**src/rtl/bus_lock_pkg.sv**
```systemverilog
package bus_lock_pkg;

    typedef enum logic {
        BURST_SHORT = 1'b0,
        BURST_LONG  = 1'b1
    } burst_kind_e;

    localparam int unsigned DEF_SHORT_BURST = 2;
    localparam int unsigned DEF_LONG_BURST  = 4;

    function automatic int unsigned burst_cycles(
        input burst_kind_e kind,
        input int unsigned short_len,
        input int unsigned long_len
    );
        return (kind == BURST_LONG) ? long_len : short_len;
    endfunction

endpackage

```
**src/rtl/rank_age_tracker.sv**
```systemverilog
module rank_age_tracker #(
    parameter int unsigned AGE_W = 5
) (
    input  logic             clk,
    input  logic             rst_n,
    input  logic             valid,
    input  logic             clear,
    output logic [AGE_W-1:0] age
);
    localparam logic [AGE_W-1:0] AGE_MAX = {AGE_W{1'b1}};

    logic [AGE_W-1:0] age_d, age_q;

    always_comb begin
        age_d = age_q;
        if (!valid || clear) begin
            age_d = '0;
        end else if (age_q != AGE_MAX) begin
            age_d = age_q + 1'b1;
        end
    end

    always_ff @(posedge clk) begin
        if (!rst_n) begin
            age_q <= '0;
        end else begin
            age_q <= age_d;
        end
    end

    assign age = age_q;

endmodule

```
**src/rtl/age_picker.sv**
```systemverilog
module age_picker #(
    parameter int unsigned NUM_RANKS = 4,
    parameter int unsigned AGE_W     = 5,
    localparam int unsigned IDX_W    = (NUM_RANKS > 1) ? $clog2(NUM_RANKS) : 1
) (
    input  logic [NUM_RANKS-1:0]            valid,
    input  logic [NUM_RANKS-1:0][AGE_W-1:0] ages,
    output logic                            any,
    output logic [IDX_W-1:0]                win_idx,
    output logic [NUM_RANKS-1:0]            win_onehot
);
    logic [AGE_W-1:0] best_age;

    always_comb begin
        any      = 1'b0;
        best_age = '0;
        win_idx  = '0;
        for (int i = 0; i < NUM_RANKS; i++) begin
            // strict compare keeps the lowest index on equal ages
            if (valid[i] && (!any || ages[i] > best_age)) begin
                any      = 1'b1;
                best_age = ages[i];
                win_idx  = IDX_W'(i);
            end
        end
        win_onehot = '0;
        if (any) begin
            win_onehot[win_idx] = 1'b1;
        end
    end

endmodule

```
**src/rtl/bus_lock_counter.sv**
```systemverilog
module bus_lock_counter #(
    parameter int unsigned LONG_LEN = 4,
    localparam int unsigned LEN_W   = $clog2(LONG_LEN + 1)
) (
    input  logic             clk,
    input  logic             rst_n,
    input  logic             load,
    input  logic [LEN_W-1:0] load_len,
    input  logic             hold,
    output logic [LEN_W-1:0] remaining
);
    logic [LEN_W-1:0] cnt_d, cnt_q;

    always_comb begin
        if (load) begin
            cnt_d = load_len;
        end else if (hold) begin
            cnt_d = cnt_q - 1'b1;
        end else begin
            cnt_d = '0;
        end
    end

    always_ff @(posedge clk) begin
        if (!rst_n) begin
            cnt_q <= '0;
        end else begin
            cnt_q <= cnt_d;
        end
    end

    assign remaining = cnt_q;

endmodule

```
**src/rtl/bus_lock_arbiter.sv**
```systemverilog
module bus_lock_arbiter
    import bus_lock_pkg::*;
#(
    parameter int unsigned NUM_RANKS = 4,
    parameter int unsigned AGE_W     = 5,
    parameter int unsigned SHORT_LEN = DEF_SHORT_BURST,
    parameter int unsigned LONG_LEN  = DEF_LONG_BURST,
    parameter int unsigned CNT_W     = 32
) (
    input  logic                 clk,
    input  logic                 rst_n,
    input  logic [NUM_RANKS-1:0] req_valid,
    input  logic [NUM_RANKS-1:0] req_long,
    output logic [NUM_RANKS-1:0] grant,
    output logic                 bus_busy,
    output logic [CNT_W-1:0]     busy_cycles
);
    localparam int unsigned IDX_W = (NUM_RANKS > 1) ? $clog2(NUM_RANKS) : 1;
    localparam int unsigned LEN_W = $clog2(LONG_LEN + 1);

    typedef struct packed {
        logic [NUM_RANKS-1:0] grant;
        logic [IDX_W-1:0]     owner;
        logic [CNT_W-1:0]     busy_cnt;
    } arb_state_t;

    arb_state_t st_d, st_q;

    logic [NUM_RANKS-1:0][AGE_W-1:0] ages;
    logic [NUM_RANKS-1:0]            age_clear;
    logic                            pick_any;
    logic [IDX_W-1:0]                pick_idx;
    logic [NUM_RANKS-1:0]            pick_onehot;
    logic [LEN_W-1:0]                lock_left;
    logic [LEN_W-1:0]                load_len;
    logic                            hold;
    logic                            load;

    for (genvar g = 0; g < NUM_RANKS; g++) begin : g_age
        rank_age_tracker #(
            .AGE_W(AGE_W)
        ) u_age (
            .clk  (clk),
            .rst_n(rst_n),
            .valid(req_valid[g]),
            .clear(age_clear[g]),
            .age  (ages[g])
        );
    end

    age_picker #(
        .NUM_RANKS(NUM_RANKS),
        .AGE_W    (AGE_W)
    ) u_pick (
        .valid     (req_valid),
        .ages      (ages),
        .any       (pick_any),
        .win_idx   (pick_idx),
        .win_onehot(pick_onehot)
    );

    bus_lock_counter #(
        .LONG_LEN(LONG_LEN)
    ) u_lock (
        .clk      (clk),
        .rst_n    (rst_n),
        .load     (load),
        .load_len (load_len),
        .hold     (hold),
        .remaining(lock_left)
    );

    always_comb begin
        // owner keeps the bus while more than one burst cycle remains
        hold     = (lock_left > LEN_W'(1)) && req_valid[st_q.owner];
        load     = !hold && pick_any;
        load_len = LEN_W'(burst_cycles(burst_kind_e'(req_long[pick_idx]),
                                       SHORT_LEN, LONG_LEN));

        st_d = st_q;
        if (hold) begin
            st_d.grant = st_q.grant;
        end else if (load) begin
            st_d.grant = pick_onehot;
            st_d.owner = pick_idx;
        end else begin
            st_d.grant = '0;
        end
        st_d.busy_cnt = st_q.busy_cnt
                      + {{(CNT_W-1){1'b0}}, (lock_left != '0)};

        for (int i = 0; i < NUM_RANKS; i++) begin
            if (load) begin
                age_clear[i] = pick_onehot[i];
            end else begin
                age_clear[i] = hold && (st_q.owner == IDX_W'(i));
            end
        end
    end

    always_ff @(posedge clk) begin
        if (!rst_n) begin
            st_q <= '0;
        end else begin
            st_q <= st_d;
        end
    end

    assign grant       = st_q.grant;
    assign bus_busy    = (lock_left != '0);
    assign busy_cycles = st_q.busy_cnt;

endmodule

```
**config.mk**
```make
export PLATFORM = sky130hd
export DESIGN_NAME = bus_lock_arbiter
export DESIGN_NICKNAME = d
export VERILOG_FILES = /design/src/rtl/bus_lock_pkg.sv /design/src/rtl/rank_age_tracker.sv /design/src/rtl/age_picker.sv /design/src/rtl/bus_lock_counter.sv /design/src/rtl/bus_lock_arbiter.sv
export SDC_FILE = /design/constraint.sdc
export NUM_CORES = 1
export LEC_CHECK = 0
export ABC_CLOCK_PERIOD_IN_PS = 8160
export BUFFER_PORTS_ARGS = -buffer_cell sky130_fd_sc_hd__buf_2
export CAP_MARGIN = 30
export CORE_MARGIN = 2
export CORE_UTILIZATION = 50
export DETAILED_ROUTE_END_ITERATION = 6
export PLACE_DENSITY_LB_ADDON = 0.08
export SLEW_MARGIN = 30
export SYNTH_ARGS = -nofsm -noshare
export SYNTH_HDL_FRONTEND = slang
export SYNTH_HIERARCHICAL = 1
export SYNTH_SLANG_ARGS = --single-unit
export TNS_END_PERCENT = 50
```
**constraint.sdc**
```tcl
create_clock -name clk -period 8.16 [get_ports clk]
set_input_delay 0 -clock clk [delete_from_list [all_inputs] [get_ports clk]]
set_output_delay 0 -clock clk [all_outputs]
set_load 0.005 [all_outputs]
```
# Word level (Yosys, flattened, before mapping)

Cells that the tools add are included.

Register bits: 61
Output and inout bits: 37

$add $sub $neg: 6
Order comparisons: 7
Equality and inequality tests: 7
Mux-type cells: 25
Bitwise gates (word level): 2
Reductions and logical operators: 32

Operator list:

| cell                                                              | number |
|---|---|
| adder 32 x 1 -> 32 bit                                            | 1 |
| adder 5 x 1 -> 5 bit, second input constant                       | 4 |
| inequality test 5 bit, second input constant                      | 4 |
| greater-than comparator 5 bit                                     | 3 |
| 2-to-1 mux 5 bit                                                  | 3 |
| 2-to-1 mux 1 bit                                                  | 12 |
| logical AND 1 bit                                                 | 10 |
| 2-to-1 mux 3 bit                                                  | 3 |
| zero test 1 bit                                                   | 8 |
| 2-to-1 mux 4 bit                                                  | 2 |
| OR reduction 2 bit                                                | 4 |
| logical OR 1 bit                                                  | 7 |
| < comparator 2 x 3 -> 1 bit, second input constant                | 2 |
| binary-select mux 1 bit (select 2 bit)                            | 2 |
| equality test 2 bit, second input constant                        | 2 |
| 2-to-1 mux 2 bit                                                  | 2 |
| greater-than comparator 3 x 1 -> 1 bit, second input constant     | 1 |
| nonzero test 3 bit                                                | 1 |
| subtractor 3 x 1 -> 3 bit, second input constant                  | 1 |
| demux 1 bit (select 2 bit)                                        | 1 |
| equality test 2 x 1 -> 1 bit, second input constant               | 1 |
| greater-or-equal comparator 2 x 1 -> 1 bit, second input constant | 1 |
| zero test 2 bit                                                   | 1 |
| inverter 1 bit                                                    | 2 |
| AND reduction 2 bit                                               | 1 |

# Depth between registers and ports, before layout

Depth in word-level cells: 21
Depth in mapped cells: 23
Gate-level depth less buffers: 21

# Hierarchy

Netlist, hierarchy kept.

Modules (own cells, without submodules):

| module           | instances | cells an instance | area an instance (sq um) | seq. area each (sq um) |
|---|---|---|---|---|
| bus_lock_arbiter | 1         | 248               | 2134.5                   | 760.7 |
| rank_age_tracker | 4         | 21                | 219.0                    | 100.1 |
| age_picker       | 1         | 96                | 789.5                    | 0.0 |
| bus_lock_counter | 1         | 16                | 146.4                    | 60.1 |

# Worst setup path after synthesis

OpenSTA, ideal clock, no wires.

Path type: register -> register
From: register g_age[0].u_age.age_q[2]
To: register u_lock.cnt_q[1], in the netlist u_lock/remaining[1]
Data arrival time: 4.264 ns
Setup slack: 3.826 ns
Cell stages (with the launch flop): 21
Path buffers: 0
Period minus slack after synthesis: 4.334 ns
Cell sequence: dfxtp_1 nand2_1 ha_1 nand4_2 o2111ai_2 o211a_1 nor2_1 ha_1 nand4_1 o211a_2 a21oi_4 o31ai_1 ha_1 nand3_1 o21bai_1 a41oi_4 a21o_1 mux4_2 inv_1 nand2_1 a21boi_1

Word-level cells in the longest chain between the ends: 17

RTL lines:

| what                                                                    | RTL line               | text |
|---|---|---|
| start, declared                                                         | rank_age_tracker.sv:12 | `logic [AGE_W-1:0] age_d, age_q;` |
| start signal, assigned                                                  | rank_age_tracker.sv:27 | `age_q <= age_d;` |
| 2-to-1 mux 5 bit (*)                                                    | age_picker.sv:20       | `if (valid[i] && (!any \|\| ages[i] > best_age)) begin` |
| greater-than comparator 5 bit                                           | age_picker.sv:20       |  |
| logical OR 1 bit                                                        | age_picker.sv:20       |  |
| logical AND 1 bit                                                       | age_picker.sv:20       |  |
| 2-to-1 mux 5 bit / 2-to-1 mux 1 bit (equally long branches)             | age_picker.sv:20       |  |
| greater-than comparator 5 bit / zero test 1 bit (equally long branches) | age_picker.sv:20       |  |
| logical OR 1 bit                                                        | age_picker.sv:20       |  |
| logical AND 1 bit                                                       | age_picker.sv:20       |  |
| (+3 left out)                                                           | --                     |  |
| logical AND 1 bit                                                       | age_picker.sv:20       |  |
| 2-to-1 mux 2 bit (*)                                                    | age_picker.sv:20       |  |
| via pick_idx[0]                                                         | bus_lock_arbiter.sv:32 | `logic [IDX_W-1:0] pick_idx;` |
| binary-select mux 1 bit (select 2 bit) (*)                              | bus_lock_arbiter.sv:77 | `load_len = LEN_W'(burst_cycles(burst_kind_e'(req_long[pick_idx]),` |
| 2-to-1 mux 1 bit (not written as such) (*)                              | bus_lock_arbiter.sv:77 |  |
| 2-to-1 mux 3 bit (*)                                                    | bus_lock_pkg.sv:16     | `return (kind == BURST_LONG) ? long_len : short_len;` |
| via load_len[1]                                                         | bus_lock_arbiter.sv:35 | `logic [LEN_W-1:0] load_len;` |
| 2-to-1 mux 3 bit (*)                                                    | bus_lock_counter.sv:15 | `if (load) begin` |
| end signal, assigned                                                    | bus_lock_counter.sv:28 | `cnt_q <= cnt_d;` |
| end, declared                                                           | bus_lock_counter.sv:12 | `logic [LEN_W-1:0] cnt_d, cnt_q;` |

Mark *: on every way through the listed nets, which the timed path passes. The rest lies on a longest branch. The select of a mux whose other input is x is not followed.
A chain may end at the register's enable or synchronous reset.

# Worst setup path after layout

From: register g_age[0].u_age.age_q[2]
To: register u_lock.cnt_q[2], in the netlist u_lock/remaining[2]

The elaborated chain is that of the path after synthesis.

==> key figures <==
Worst setup path
  – Maximum fanout along the worst path: 7
  – Most numerous cell on the critical path: ha_1
  – Kind of launch point of the worst setup path: flop
  – Register-to-register setup slack: around 3.4 ns
  – Top cell family by delay on the critical path: compound AO/OA/AOI/OAI gates
  – Worst setup path class: flop to flop
  – CP Data Arrival Time: 5.02 ns
  – Worst reg2reg startpoint: g_age[0].u_age/age[2]
  – CP Data Required Time: 8.38 ns
  – Worst reg2reg endpoint: u_lock/remaining[2]
  – Critical Path Max Stage Delay: 0.52 ns
  – CP max stage cell: mux4_2
  – Worst setup EP type: flop
  – Number of buffers and inverters on the critical path: 0
  – Worst-path cell chain: nand2_1 -> ha_1 -> nand4_2 -> o2111ai_2 -> o211a_1 -> nor2_1 -> ha_1 -> nand4_1 -> o211a_2 -> a21oi_4 -> o31ai_1 -> ha_1 -> nand3_1 -> o21bai_1 -> a41oi_4 -> a21o_1 -> mux4_2 -> nand3_1 -> o21ai_0
  – Worst-case reg-to-reg path depth: 19

Synthesis
  – Yosys cell types: 62
  – Post-synthesis instance area: 3950 um^2
  – Biggest area contributors in the synthesized netlist: dfxtp_1, ha_1, buf_4
  – Most common cell in the netlist: dfxtp_1
  – Number of enable-type register cells in the synthesized netlist: 0
  – FF+latch count, synth: between 60 and 70
  – Synth Flop Type: dfxtp_1
  – Fraction of registers with async set or reset after synthesis: 0%
  – Warning count from the yosys run: 6
  – Average size of a mapped cell: 8.89 um^2
  – Number of nets produced by synthesis: 480
  – Cell accounting for the most synthesized area: dfxtp_1
  – Post-synthesis sequential area ratio: 30.9%
  – Most frequent cells after synthesis: dfxtp_1, nor2_1, buf_4
  – Synth top area share: 30.9%
  – Syn Inst Count: around 440

Die
  – Number of core rows: 32
  – Initial standard-cell utilization of the core: 51.3%
  – Die Height: 92.8 um
  – Floorplan die area: 8620 um^2
  – Die width: 92.8 um
  – Number of top-level pins: 47
  – Core region area: 7690 um^2

Detailed routing
  – Via density: roughly 5.6
  – DR WL/cell: 14.4 um
  – Sum of routed wire length over all layers: 8020 um
  – Count of routing violations after the opening detailed-route iteration: about 110
  – Total via count after detailed routing: roughly 3,100
  – DR pass1 iterations: 4
  – Final antenna-violating net count: 0
  – Final routed DRC violation total: 0

Clock network
  – TritonCTS buffer count: 9
  – Setup Buffers After CTS: 0
  – # resized after CTS: 0
  – Sink count of the clock tree: 61
  – Clk Latency, worst-skew pair: 0.33 ns
  – Max Buffers Root-to-Sink: 2
  – Clk root buf: clkbuf_8
  – Hold bufs inserted after CTS: 0
  – Htree depth: 3
  – Clock tree from TritonCTS: yes
  – CTS clk-pin slew, worst paths: 0.07 ns

Global routing
  – Met3 Track Usage GR: under 10%
  – Number of global-route vias before repair: 2,900
  – Met1 Resource Use GR: a little under a quarter
  – Overall global routing resource usage: 19.1%
  – Fraction of met2 tracks used by global routing: 33.1%
  – Initial antenna violation count: 0
  – Global-route congestion overflow total: 0
  – Layer with the highest usage: met2
  – Maximum number of pins on one net before global-route repair: 37
  – Global-route wire length before repair: 13,400 um

Worst hold path
  – Startpoint of the lowest-slack hold path: rst_n
  – Worst hold path endpoint: u_lock/remaining[1]
  – Worst hold path depth: 2
  – Worst hold-check path type: input pin to flop

Timing
  – Tightest Pin Transition: 0.523 ns
  – Period Utilization, post-route: 58.9%
  – Final setup viols: 0
  – Maximum frequency from static timing analysis: 208 MHz
  – Aggregate negative setup slack: 0 ns
  – Slew Limit Fails: 0
  – Relative max-transition margin: between 60% and 70%
  – Worst clock skew on the final layout: 0.00653 ns
  – Setup repair after global routing missed its margin: false
  – Final Hold Vio Count: 0
  – Minimum clock period: 4.81 ns

Placement
  – Count of input and output buffers: 46
  – Final Wtd Congestion: about 0.85
  – Dpl hpwl: about 5800 um
  – Dpl cell area: 3930 um^2

Status
  – Outcome: finished, final reports clean

Power and ir drop
  – Worst supply voltage drop on vdd: 0.0859 mV
  – Power density of the placed cells: 191 nW/um^2
  – Leakage dissipation: about 0.0017 uW

Job
  – Number of maximum-capacitance constraint violations: 0

Final layout
  – Final-layout fill cell count: ~740
  – Share of post-route cells with drive strength above 1: 16.9%
  – Number of antenna diodes: 0
  – Post-layout instance area: roughly 4100 um^2
  – Reg area: ~1200 um^2
  – Area used by multi-input combinational logic: 2300 um^2
  – NumNets Final: 487
  – Layout Area Growth over Synthesis: 4.53%
==> worst reg2reg max path, delay by kind of cell (launching register included) <==
kind,cells,cell delay [ns]
AOI/OAI and AO/OA,9,2.19
adders and majority gates,3,0.95
and+or+nand+nor,6,0.66
muxes,1,0.52
DFF,1,0.38
==> power by group <==
| group | leakage, uW | total (uW) | internal [uW] | switching [uW] |
|---|---|---|---|---|
| logic | 0.00114 | 185 | 83.1 | 102 |
| registers | 0.000494 | 336 | 318 | 18.6 |
| clock network | 0.0000964 | 268 | 149 | 119 |
| total | 0.00173 | 790 | 550 | 240 |
==> layer usage <==
layer  vias to the layer above  part of all wire, %
li1                       1605                    -
met1                      1479                   48
met2                        54                   47
met3                         6                  3.7
met4                         0                 0.96
met5                         -                    0
==> cell families (layout without fill, tap and decap cells) <==
family / Yosys count / after routing / share of synthesized area, %
AO/OA/AOI/OAI: 96 / 96 / 18.0
XOR/XNOR: 24 / 24 / 5.33
adder cells (fa/ha/maj): 26 / 26 / 8.24
buffers and inverters: 64 / 76 / 10.8
flip-flops: 61 / 61 / 30.9
multiplexers: 13 / 13 / 3.61
other: 1 / 1 / 0.0950
AND/OR/NAND/NOR: 159 / 159 / 23.0
==> state kept, by name (all words and copies together), names as in the netlist <==
name / flops
busy_cycles: 32
g_age.u_age/age: 20
grant: 4
st_q: 2
u_lock/remaining: 3
==> worst max path at each step <==
stage	cells past startpoint	endpoint	start
6_report	19	u_lock/remaining[2]	g_age[0].u_age/age[2]
5_1_grt	20	u_lock/remaining[1]	g_age[0].u_age/age[4]
4_1_cts	19	u_lock/remaining[2]	g_age[0].u_age/age[4]
3_5_place_dp	19	u_lock/remaining[2]	g_age[0].u_age/age[4]
3_3_place_gp	20	u_lock/remaining[1]	g_age[0].u_age/age[2]
2_1_floorplan	20	u_lock/remaining[1]	g_age[0].u_age/age[2]
==> stage by stage <==
step                      cells  total power (uW)  worst slack, ns  hold WS (ns)  util [%]
after floorplan             444               494             3.83         0.122         -
after global placement      542               525             3.51         0.377      51.1
after detailed placement    542               528             3.38         0.386      51.2
after CTS                   558               800             3.35        0.0229      53.7
after global routing        558               842             2.96        0.0391      53.7
final                       558               790             3.35        0.0344      53.7
==> layout by cell type, fill, tap and decap left out, types with 5 or more instances in the layout <==
| master | n |
|---|---|
| and2_1 | 7 |
| xor2_1 | 17 |
| nand3b_1 | 5 |
| nor2_1 | 41 |
| buf_2 | 46 |
| mux2i_1 | 12 |
| nand3_1 | 11 |
| o21ai_0 | 9 |
| o31ai_1 | 21 |
| a21o_1 | 5 |
| inv_1 | 13 |
| xnor2_1 | 7 |
| or4_1 | 13 |
| clkbuf_8 | 10 |
| nand4_1 | 11 |
| dfxtp_1 | 61 |
| nand4b_1 | 5 |
| and3_1 | 8 |
| nor2b_1 | 5 |
| nand2_1 | 31 |
| a21oi_1 | 26 |
| or3_1 | 8 |
| ha_1 | 26 |
==> area by class of cell <==
class                   instances  share of cell area [%]
clock inverters                 4                    1.15
clock buffers                  12                    3.52
inverters                      14                    1.30
multi-input cells             319                    55.7
flip-flops and latches         61                    29.6
well taps                     102                    3.09
repair buffers                 46                    5.58
(Power assumes the default switching activity.)
